--- config.mk ---
export PLATFORM = sky130hd
export DESIGN_NAME = lsa_top
export DESIGN_NICKNAME = d
export VERILOG_FILES = /design/src/rtl/lsa_pkg.sv /design/src/rtl/lsa_lane_decode.sv /design/src/rtl/lsa_store_pack.sv /design/src/rtl/lsa_load_extract.sv /design/src/rtl/lsa_top.sv
export SDC_FILE = /design/constraint.sdc
export NUM_CORES = 1
export LEC_CHECK = 0
export ABC_AREA = 1
export ABC_CLOCK_PERIOD_IN_PS = 3800
export BUFFER_PORTS_ARGS = -buffer_cell sky130_fd_sc_hd__buf_4
export CAP_MARGIN = 10
export CORE_MARGIN = 2
export CORE_UTILIZATION = 39
export CTS_BUF_LIST = sky130_fd_sc_hd__clkbuf_8 sky130_fd_sc_hd__clkbuf_16
export CTS_CLUSTER_SIZE = 24
export DETAILED_ROUTE_END_ITERATION = 8
export PLACE_DENSITY = 0.88
export SYNTH_ARGS = -nofsm -noshare
export SYNTH_HDL_FRONTEND = slang
export SYNTH_SLANG_ARGS = --single-unit
--- constraint.sdc ---
create_clock -name clk -period 3.8 [get_ports clk]
set_input_delay 0.76 -clock clk [delete_from_list [all_inputs] [get_ports clk]]
set_output_delay 0.76 -clock clk [all_outputs]
set_load 0.05 [all_outputs]
--- src/rtl/lsa_pkg.sv ---
package lsa_pkg;
    localparam int unsigned WORD_W  = 32;
    localparam int unsigned LANES   = WORD_W / 8;
    localparam int unsigned OFF_W   = $clog2(LANES);

    typedef enum logic [1:0] {
        SZ_BYTE = 2'd0,
        SZ_HALF = 2'd1,
        SZ_WORD = 2'd2,
        SZ_RSVD = 2'd3
    } acc_size_e;

    typedef enum logic {
        ST_IDLE = 1'b0,
        ST_RESP = 1'b1
    } resp_state_e;
endpackage

--- src/rtl/lsa_lane_decode.sv ---
module lsa_lane_decode
    import lsa_pkg::*;
(
    input  logic             valid,
    input  logic             store,
    input  logic [1:0]       size,
    input  logic [OFF_W-1:0] off,
    output logic             err,
    output logic [LANES-1:0] mask,
    output logic [LANES-1:0] we
);
    acc_size_e sz;
    assign sz = acc_size_e'(size);

    always_comb begin
        err  = 1'b0;
        mask = '0;
        unique case (sz)
            SZ_BYTE: mask = LANES'(1) << (LANES - 1 - off);
            SZ_HALF: begin
                err  = off[0];
                mask = off[1] ? LANES'(4'b0011) : LANES'(4'b1100);
            end
            SZ_WORD: begin
                err  = (off != '0);
                mask = '1;
            end
            SZ_RSVD: err = 1'b1;
        endcase
        err = err & valid;
        we  = (valid && store && !err) ? mask : '0;
    end
endmodule

--- src/rtl/lsa_store_pack.sv ---
module lsa_store_pack
    import lsa_pkg::*;
(
    input  logic [1:0]        size,
    input  logic [WORD_W-1:0] wdata,
    output logic [WORD_W-1:0] lanes
);
    acc_size_e sz;
    assign sz = acc_size_e'(size);

    always_comb begin
        unique case (sz)
            SZ_BYTE: lanes = {LANES{wdata[7:0]}};
            SZ_HALF: lanes = {(LANES/2){wdata[15:0]}};
            SZ_WORD: lanes = wdata;
            SZ_RSVD: lanes = wdata;
        endcase
    end
endmodule

--- src/rtl/lsa_load_extract.sv ---
module lsa_load_extract
    import lsa_pkg::*;
(
    input  logic [WORD_W-1:0] rdata,
    input  logic [1:0]        size,
    input  logic [OFF_W-1:0]  off,
    input  logic              sgn,
    output logic [WORD_W-1:0] result
);
    logic [7:0]  lane [LANES];
    logic [7:0]  byte_sel;
    logic [15:0] half_sel;
    acc_size_e   sz;

    assign sz = acc_size_e'(size);

    // Lane 0 is the lowest byte address, i.e. the most significant byte.
    for (genvar g = 0; g < LANES; g++) begin : g_lane
        assign lane[g] = rdata[WORD_W-1-8*g -: 8];
    end

    assign byte_sel = lane[off];
    assign half_sel = off[1] ? {lane[2], lane[3]} : {lane[0], lane[1]};

    always_comb begin
        unique case (sz)
            SZ_BYTE: result = {{(WORD_W-8){sgn & byte_sel[7]}}, byte_sel};
            SZ_HALF: result = {{(WORD_W-16){sgn & half_sel[15]}}, half_sel};
            SZ_WORD: result = rdata;
            SZ_RSVD: result = rdata;
        endcase
    end
endmodule

--- src/rtl/lsa_top.sv ---
module lsa_top
    import lsa_pkg::*;
#(
    parameter int unsigned ADDR_W = 12
) (
    input  logic              clk,
    input  logic              rst_n,
    input  logic              req_valid,
    input  logic              req_store,
    input  logic              req_signed,
    input  logic [1:0]        req_size,
    input  logic [ADDR_W-1:0] req_addr,
    input  logic [31:0]       req_wdata,
    output logic [ADDR_W-3:0] mem_addr,
    output logic              mem_en,
    output logic [3:0]        mem_we,
    output logic [31:0]       mem_wdata,
    input  logic [31:0]       mem_rdata,
    output logic              ld_valid,
    output logic [31:0]       ld_data,
    output logic              misalign
);
    localparam int unsigned WA_W = ADDR_W - OFF_W;

    resp_state_e      state_q, state_d;
    logic [OFF_W-1:0] off_q;
    logic [1:0]       size_q;
    logic             sgn_q;
    logic             ld_accept;
    logic [LANES-1:0] mask;

    lsa_lane_decode u_decode (
        .valid (req_valid),
        .store (req_store),
        .size  (req_size),
        .off   (req_addr[OFF_W-1:0]),
        .err   (misalign),
        .mask  (mask),
        .we    (mem_we)
    );

    lsa_store_pack u_pack (
        .size  (req_size),
        .wdata (req_wdata),
        .lanes (mem_wdata)
    );

    lsa_load_extract u_extract (
        .rdata  (mem_rdata),
        .size   (size_q),
        .off    (off_q),
        .sgn    (sgn_q),
        .result (ld_data)
    );

    assign mem_addr  = WA_W'(req_addr >> OFF_W);
    assign mem_en    = req_valid & ~misalign;
    assign ld_accept = req_valid & ~req_store & ~misalign;

    // Next-state: T_HOLD, T_ISSUE, T_CHAIN, T_DRAIN
    always_comb begin
        state_d = state_q;
        unique case (state_q)
            ST_IDLE: state_d = ld_accept ? ST_RESP : ST_IDLE;
            ST_RESP: state_d = ld_accept ? ST_RESP : ST_IDLE;
        endcase
    end

    always_ff @(posedge clk or negedge rst_n) begin
        if (!rst_n) state_q <= ST_IDLE;
        else        state_q <= state_d;
    end

    always_ff @(posedge clk or negedge rst_n) begin
        if (!rst_n) begin
            off_q  <= '0;
            size_q <= SZ_WORD;
            sgn_q  <= 1'b0;
        end else if (ld_accept) begin
            off_q  <= req_addr[OFF_W-1:0];
            size_q <= req_size;
            sgn_q  <= req_signed;
        end
    end

    always_comb begin
        ld_valid = 1'b0;
        unique case (state_q)
            ST_IDLE: ld_valid = 1'b0;
            ST_RESP: ld_valid = 1'b1;
        endcase
    end

    AST_ADDR_TRACK: assert property (@(posedge clk) disable iff (!rst_n)
        mem_addr == req_addr[ADDR_W-1:OFF_W]) else $error("addr");
    AST_BYTE_ONE_LANE: assert property (@(posedge clk) disable iff (!rst_n)
        (req_valid && req_store && req_size == 2'd0) |-> $countones(mem_we) == 1) else $error("byte mask");
    AST_HALF_TWO_LANES: assert property (@(posedge clk) disable iff (!rst_n)
        (req_valid && req_store && req_size == 2'd1 && !req_addr[0]) |-> $countones(mem_we) == 2) else $error("half mask");
    AST_ERR_BLOCKS: assert property (@(posedge clk) disable iff (!rst_n)
        misalign |-> (!mem_en && mem_we == 4'b0000)) else $error("err");
    AST_LOAD_NO_WE: assert property (@(posedge clk) disable iff (!rst_n)
        !req_store |-> mem_we == 4'b0000) else $error("load we");
    AST_RESP_FOLLOWS: assert property (@(posedge clk) disable iff (!rst_n)
        ld_accept |=> ld_valid) else $error("resp");
    AST_NO_SPURIOUS_RESP: assert property (@(posedge clk) disable iff (!rst_n)
        !ld_accept |=> !ld_valid) else $error("spurious");
    AST_UNSIGNED_BYTE_ZERO: assert property (@(posedge clk) disable iff (!rst_n)
        (ld_valid && !sgn_q && size_q == 2'd0) |-> ld_data[31:8] == 24'd0) else $error("zext");
endmodule

==> metrics.csv, run 1 <==
metric;value;unit
cell family with the largest share of critical-path delay;simple AND/OR/NAND/NOR gates;
Resized Gates After CTS;0;
post-route non-filler standard cell count;487;
Syn Area/Cell;4.89;sq um
post-route setup TNS;0;ps
highest-count cells in the layout ignoring fill and taps;sky130_fd_sc_hd__nand2_1 (188), sky130_fd_sc_hd__buf_4 (144), sky130_fd_sc_hd__inv_1 (34);
cell type of the slowest stage on the worst timing path;sky130_fd_sc_hd__inv_1;
Max-Slew Margin vs Limit;52.4;%
worst-path maximum fanout;20;
Worst Hold Class;input pin to async pin;
via count;2415;
Syn. warnings;0;
number of antenna violations at the first check in global routing;0;
Final HPWL DP;4830;um
antenna diode count;0;
final hold viol count;0;
RD Place Congestion;0.823;
vias in the first global route;2102;
most common cell after layout, fill and taps aside;sky130_fd_sc_hd__nand2_1;
Maximum Capacitance Violations;0;
worst endpoint required time;3040;ps
largest net degree at the start of global routing;34;
fin crit period;3100;ps
core area;0.00394;sq mm
via/cell ratio;4.96;
die footprint;0.00453;sq mm
number of primary I/O pins;164;
antenna-violating nets left;0;
cell type with the highest occurrence count on the critical path;sky130_fd_sc_hd__nand2_1;
total congestion overflow;0;
number of levels in the clock H-tree;1;
crit path cell chain;buf_4 > inv_1 > nand2_2 > nand2_1 > nand2_1 > nor2_1 > nand2_1 > nor2_1 > buf_4;
post-CTS setup buffer count;0;
layout cell share with drive strength beyond 1;35.5;%
clk sink count;6;
worst slack at placement;743;ps
worst reg2reg setup slack;2630;ps
leak pwr;1.67;nW
Die X;67.3;um
total routed wirelength;6000;um
cell count after synthesis;320;
maximum clock path buffer count;2;
Peak supply drop;0.185;mV
global-route wire length before repair;9380;um
crit-path max cell delay;340;ps
transition time of the tightest slew-check pin;715;ps
CP Data Arrival Time;2340;ps
cts-stage hold buffer count;0;
Die Y-Extent;67.3;um
sequential cell area;151;sq um
starting density of the core;39.7;%
Clock Tree Root;sky130_fd_sc_hd__clkbuf_8;
outcome;complete, no violations;
Remaining DRCs;0;
unrepaired setup endpoints after global routing;no;
Setup Skew;0;ps
type of origin of the critical path;input pin;
routed length per instance;12.3;um
synthesis-to-layout area growth;61.9;%
number of nets at the end of the flow;521;
Buffers on Ports;143;
number of CTS-inserted buffers;3;
worst skew pair latency;220;ps
number of setup violations in the final report;0;
worst path buffer plus inverter count;3;
total routing resource utilization after global routing;26.7;%
achievable clock frequency;323;MHz
syn_nets;403;
sequential share of the synthesized area;9.68;%
overall power of the completed layout;1.17;mW
Final WS setup;700;ps
area of the multi-input gates;0.00107;sq mm
Worst Setup Path Type;input pin to output pin;
clock tree from TritonCTS;built;
endpoint kind of the worst setup timing path;output pin;
crit share post-route;81.6;%
number of inserted filler cells in the final layout;353;
count of unique library cells instantiated by Yosys;22;
Initial DRT Pass Iterations;5;
post-CTS clock slew at the launch and capture registers of the worst setup and hold paths;40;ps
netlist area before placement;0.00156;sq mm
total instance count after detailed placement;483;
register bit total from synthesis;6;
count of final max-slew check failures;0;
power density normalized to cell area;463;mW/mm^2
violation count after the first detailed-route iteration;161;
number of placement rows;23;
state kept, by name, summed over array words and instances, names as in the netlist:
register,count
off_q,2
size_q,2
state_q,1
sgn_q,1
stage by stage:
stage	hold WS, ps	util (%)	area, sq um
detailed placement	560	63.1	2490
CTS	333	64.2	2530
global route	330	64.2	2530
finish	332	64.2	2530
floorplan	464	-	1560
global placement	536	63.1	2490
synthesized netlist by cell type:
master                       n  area (sq um)
sky130_fd_sc_hd__nand3_4     1          17.5
sky130_fd_sc_hd__nor2_4      1          11.3
sky130_fd_sc_hd__nand2_1   188           706
sky130_fd_sc_hd__a22oi_1     8          60.1
sky130_fd_sc_hd__clkbuf_1    3          11.3
sky130_fd_sc_hd__o21ai_0    11          55.1
sky130_fd_sc_hd__nand4_1     2          12.5
sky130_fd_sc_hd__nand3_1    20           100
sky130_fd_sc_hd__buf_2       5          25.0
sky130_fd_sc_hd__nand2_2     3          18.8
sky130_fd_sc_hd__buf_1       1          3.75
sky130_fd_sc_hd__dfrtp_1     5           125
sky130_fd_sc_hd__inv_1      33           124
sky130_fd_sc_hd__dfstp_2     1          26.3
sky130_fd_sc_hd__or2_2       1          6.26
sky130_fd_sc_hd__nor3_1      1          5.00
sky130_fd_sc_hd__a31oi_1     4          25.0
sky130_fd_sc_hd__nor2_1      8          30.0
sky130_fd_sc_hd__nor3_4      1          16.3
sky130_fd_sc_hd__a21oi_1     1          5.00
sky130_fd_sc_hd__buf_6       4          45.0
sky130_fd_sc_hd__buf_4      18           135
final timing paths:
path | startpoint | to | cells after the start
max | req_size[1] | mem_we[2] | 9
min | rst_n | state_q | 1
max reg2reg | size_q[1] | size_q[1] | 2
min reg2reg | off_q[0] | off_q[0] | 2
max in group asynchronous | rst_n | size_q[1] | 1
min in group clk | off_q[0] | off_q[0] | 2
cell families after synthesis:
family / after synthesis / share of synthesized area [%]
DFF: 6 / 9.68
buffers and inverters: 64 / 22.0
and+or+nand+nor: 226 / 59.0
AOI/OAI and AO/OA: 24 / 9.28
cell type report:
class / count / share of cell area (%)
timing repair buffer: 144 / 42.7
multi-input combinational: 250 / 42.2
sequential: 6 / 5.98
inverter: 33 / 4.89
tap: 50 / 2.47
clock buffer: 3 / 1.63
clock inverter: 1 / 0.148
routing by layer:
metal  vias up  track usage (%)  wire (um)
li1       1207                -          -
met1      1034             28.1       2190
met2       154             48.9       2930
met3        20             9.17        729
met4         0             9.95        150
met5         -                0          0
report_power, final:
| group | internal (mW) | switching, mW |
|---|---|---|
| combinational | 0.289 | 0.676 |
| clock | 0.0695 | 0.0286 |
| sequential | 0.0777 | 0.0328 |
| total | 0.436 | 0.738 |
No activity file was read; power rests on OpenSTA's default activity.
==> run 2: changes to the inputs <==
- ABC_CLOCK_PERIOD_IN_PS: 3800 -> 3050
- CORE_UTILIZATION: 39 -> 36
- PLACE_DENSITY: 0.88 -> 0.82
- clock period: 3.8 -> 3.05 ns (I/O delays scaled with it)
==> metrics.csv, run 2 (synthesized netlist as in run 1, its figures left out) <==
metric;value;unit;change
outcome;complete, no violations;;
largest net degree at the start of global routing;25;;-26%
CP Data Arrival Time;1950;ps;-390 ps
Worst Setup Path Type;register to output pin;;
synthesis-to-layout area growth;63.4;%;
cell area after layout;0.00255;sq mm;+0.89%
post-route non-filler standard cell count;490;;+0.62%
Worst Hold Class;input pin to async pin;;
via count;2348;;-2.8%
endpoint kind of the worst setup timing path;output pin;;
total routed wirelength;5850;um;-2.4%
count of final max-slew check failures;0;;unchanged
via/cell ratio;4.79;;-3.4%
largest registers in the final layout;off_q x2, size_q x2;;
total routing resource utilization after global routing;23.4;%;-3.3 points
Buffers on Ports;143;;unchanged
total instance count after detailed placement;486;;+0.62%
Max-Slew Margin vs Limit;66.2;%;+14 points
Setup Skew;0;ps;unchanged
crit path launch;off_q[1];;
most common cell after layout, fill and taps aside;sky130_fd_sc_hd__nand2_1;;
number of primary I/O pins;164;;unchanged
total congestion overflow;0;;unchanged
number of antenna violations at the first check in global routing;0;;unchanged
vias in the first global route;2218;;+5.5%
Die X;69.9;um;+3.8%
layout cell share with drive strength beyond 1;35.9;%;+0.44 points
violation count after the first detailed-route iteration;128;;-20%
antenna diode count;0;;unchanged
fin crit period;2560;ps;
transition time of the tightest slew-check pin;505;ps;-210 ps
cell type with the highest occurrence count on the critical path;sky130_fd_sc_hd__nand2_1;;
achievable clock frequency;391;MHz;
Peak supply drop;0.203;mV;+9.9%
overall power of the completed layout;1.46;mW;+25%
crit-path max cell delay;410;ps;+70 ps
Resized Gates After CTS;0;;unchanged
number of setup violations in the final report;0;;unchanged
antenna-violating nets left;0;;unchanged
leak pwr;1.68;nW;+0.87%
highest-count cells in the layout ignoring fill and taps;sky130_fd_sc_hd__nand2_1 (188), sky130_fd_sc_hd__buf_4 (147), sky130_fd_sc_hd__inv_1 (34);;
number of CTS-inserted buffers;3;;unchanged
die footprint;0.00489;sq mm;+7.8%
number of nets at the end of the flow;524;;+0.58%
Maximum Capacitance Violations;0;;unchanged
worst hold margin;181;ps;-151 ps
number of placement rows;23;;unchanged
worst-path maximum fanout;24;;+20%
FF-to-FF Start;size_q[1];;
core area;0.00409;sq mm;+3.6%
final hold viol count;0;;unchanged
cts-stage hold buffer count;0;;unchanged
worst path buffer plus inverter count;2;;-1
crit path cell chain;inv_1 > nand2_1 > nand2_1 > nand2_2 > nand2_1 > nand2_2 > nand2_1 > buf_4;;
clock tree from TritonCTS;built;;
worst endpoint required time;2440;ps;-600 ps
type of origin of the critical path;register;;
maximum clock path buffer count;2;;unchanged
post-CTS setup buffer count;0;;unchanged
worst slack at placement;696;ps;-46.8 ps
global-route wire length before repair;9610;um;+2.5%
starting density of the core;38.3;%;-1.4 points
Initial DRT Pass Iterations;4;;-1
worst skew pair latency;220;ps;about the same
post-CTS clock slew at the launch and capture registers of the worst setup and hold paths;40;ps;about the same
Die Y-Extent;69.9;um;+3.8%
dpl cell area;0.00251;sq mm;+0.91%
unrepaired setup endpoints after global routing;no;;
RD Place Congestion;0.869;;+5.7%
number of levels in the clock H-tree;1;;unchanged
Remaining DRCs;0;;unchanged
power density normalized to cell area;572;mW/mm^2;+24%
clk sink count;6;;unchanged
crit share post-route;83.9;%;
Final WS setup;492;ps;-208 ps
Final HPWL DP;4790;um;-0.85%
Clock Tree Root;sky130_fd_sc_hd__clkbuf_8;;
routed length per instance;11.9;um;-3.0%
cell family with the largest share of critical-path delay;simple AND/OR/NAND/NOR gates;;
cell type of the slowest stage on the worst timing path;sky130_fd_sc_hd__dfrtp_1;;
[run 2: changes by cell type in the layout (fill, tap and decap cells not counted), sizes merged]
| cell | before | now |
|---|---|---|
| buf | 144 | 147 |
[run 2: per-layer routing]
layer	track usage, %	part of all wire, %	wire (um)
met2	41.7	47	2780
met5	0	0	0
met3	7.07	11	657
met4	9.19	2.8	165
met1	25.9	38	2250
[run 2: final cells by class]
type / instances / area (sq um)
Tap cell: 50 / 62.6
Clock inverter: 1 / 3.75
Sequential cell: 6 / 151
Timing Repair Buffer: 147 / 1100
Clock buffer: 3 / 41.3
Multi-Input combinational cell: 250 / 1070
Fill cell: 423 / 1530
Inverter: 33 / 124
[run 2: report_power, final]
part	switching, mW	total (mW)	internal (mW)
Clock	0.0352	0.122	0.0865
Sequential	0.0303	0.127	0.0966
Combinational	0.846	1.21	0.368
Total	0.912	1.46	0.551
[run 2: final timing paths]
kind	end	slack (ps)	cells after the start
setup / recovery	ld_data[21]	490	8
hold / removal	state_q	180	1
setup reg to reg	size_q[1]	2100	2
hold reg to reg	off_q[0]	550	2
max in group asynchronous	size_q[1]	2670	1
min in group clk	off_q[0]	550	2
[run 2: through the flow]
stage	TNS, ps	utilization [%]
6_report	0	62.5
5_1_grt	0	62.5
4_1_cts	0	62.5
3_5_place_dp	0	61.4
3_3_place_gp	0	61.4
2_1_floorplan	-623	-
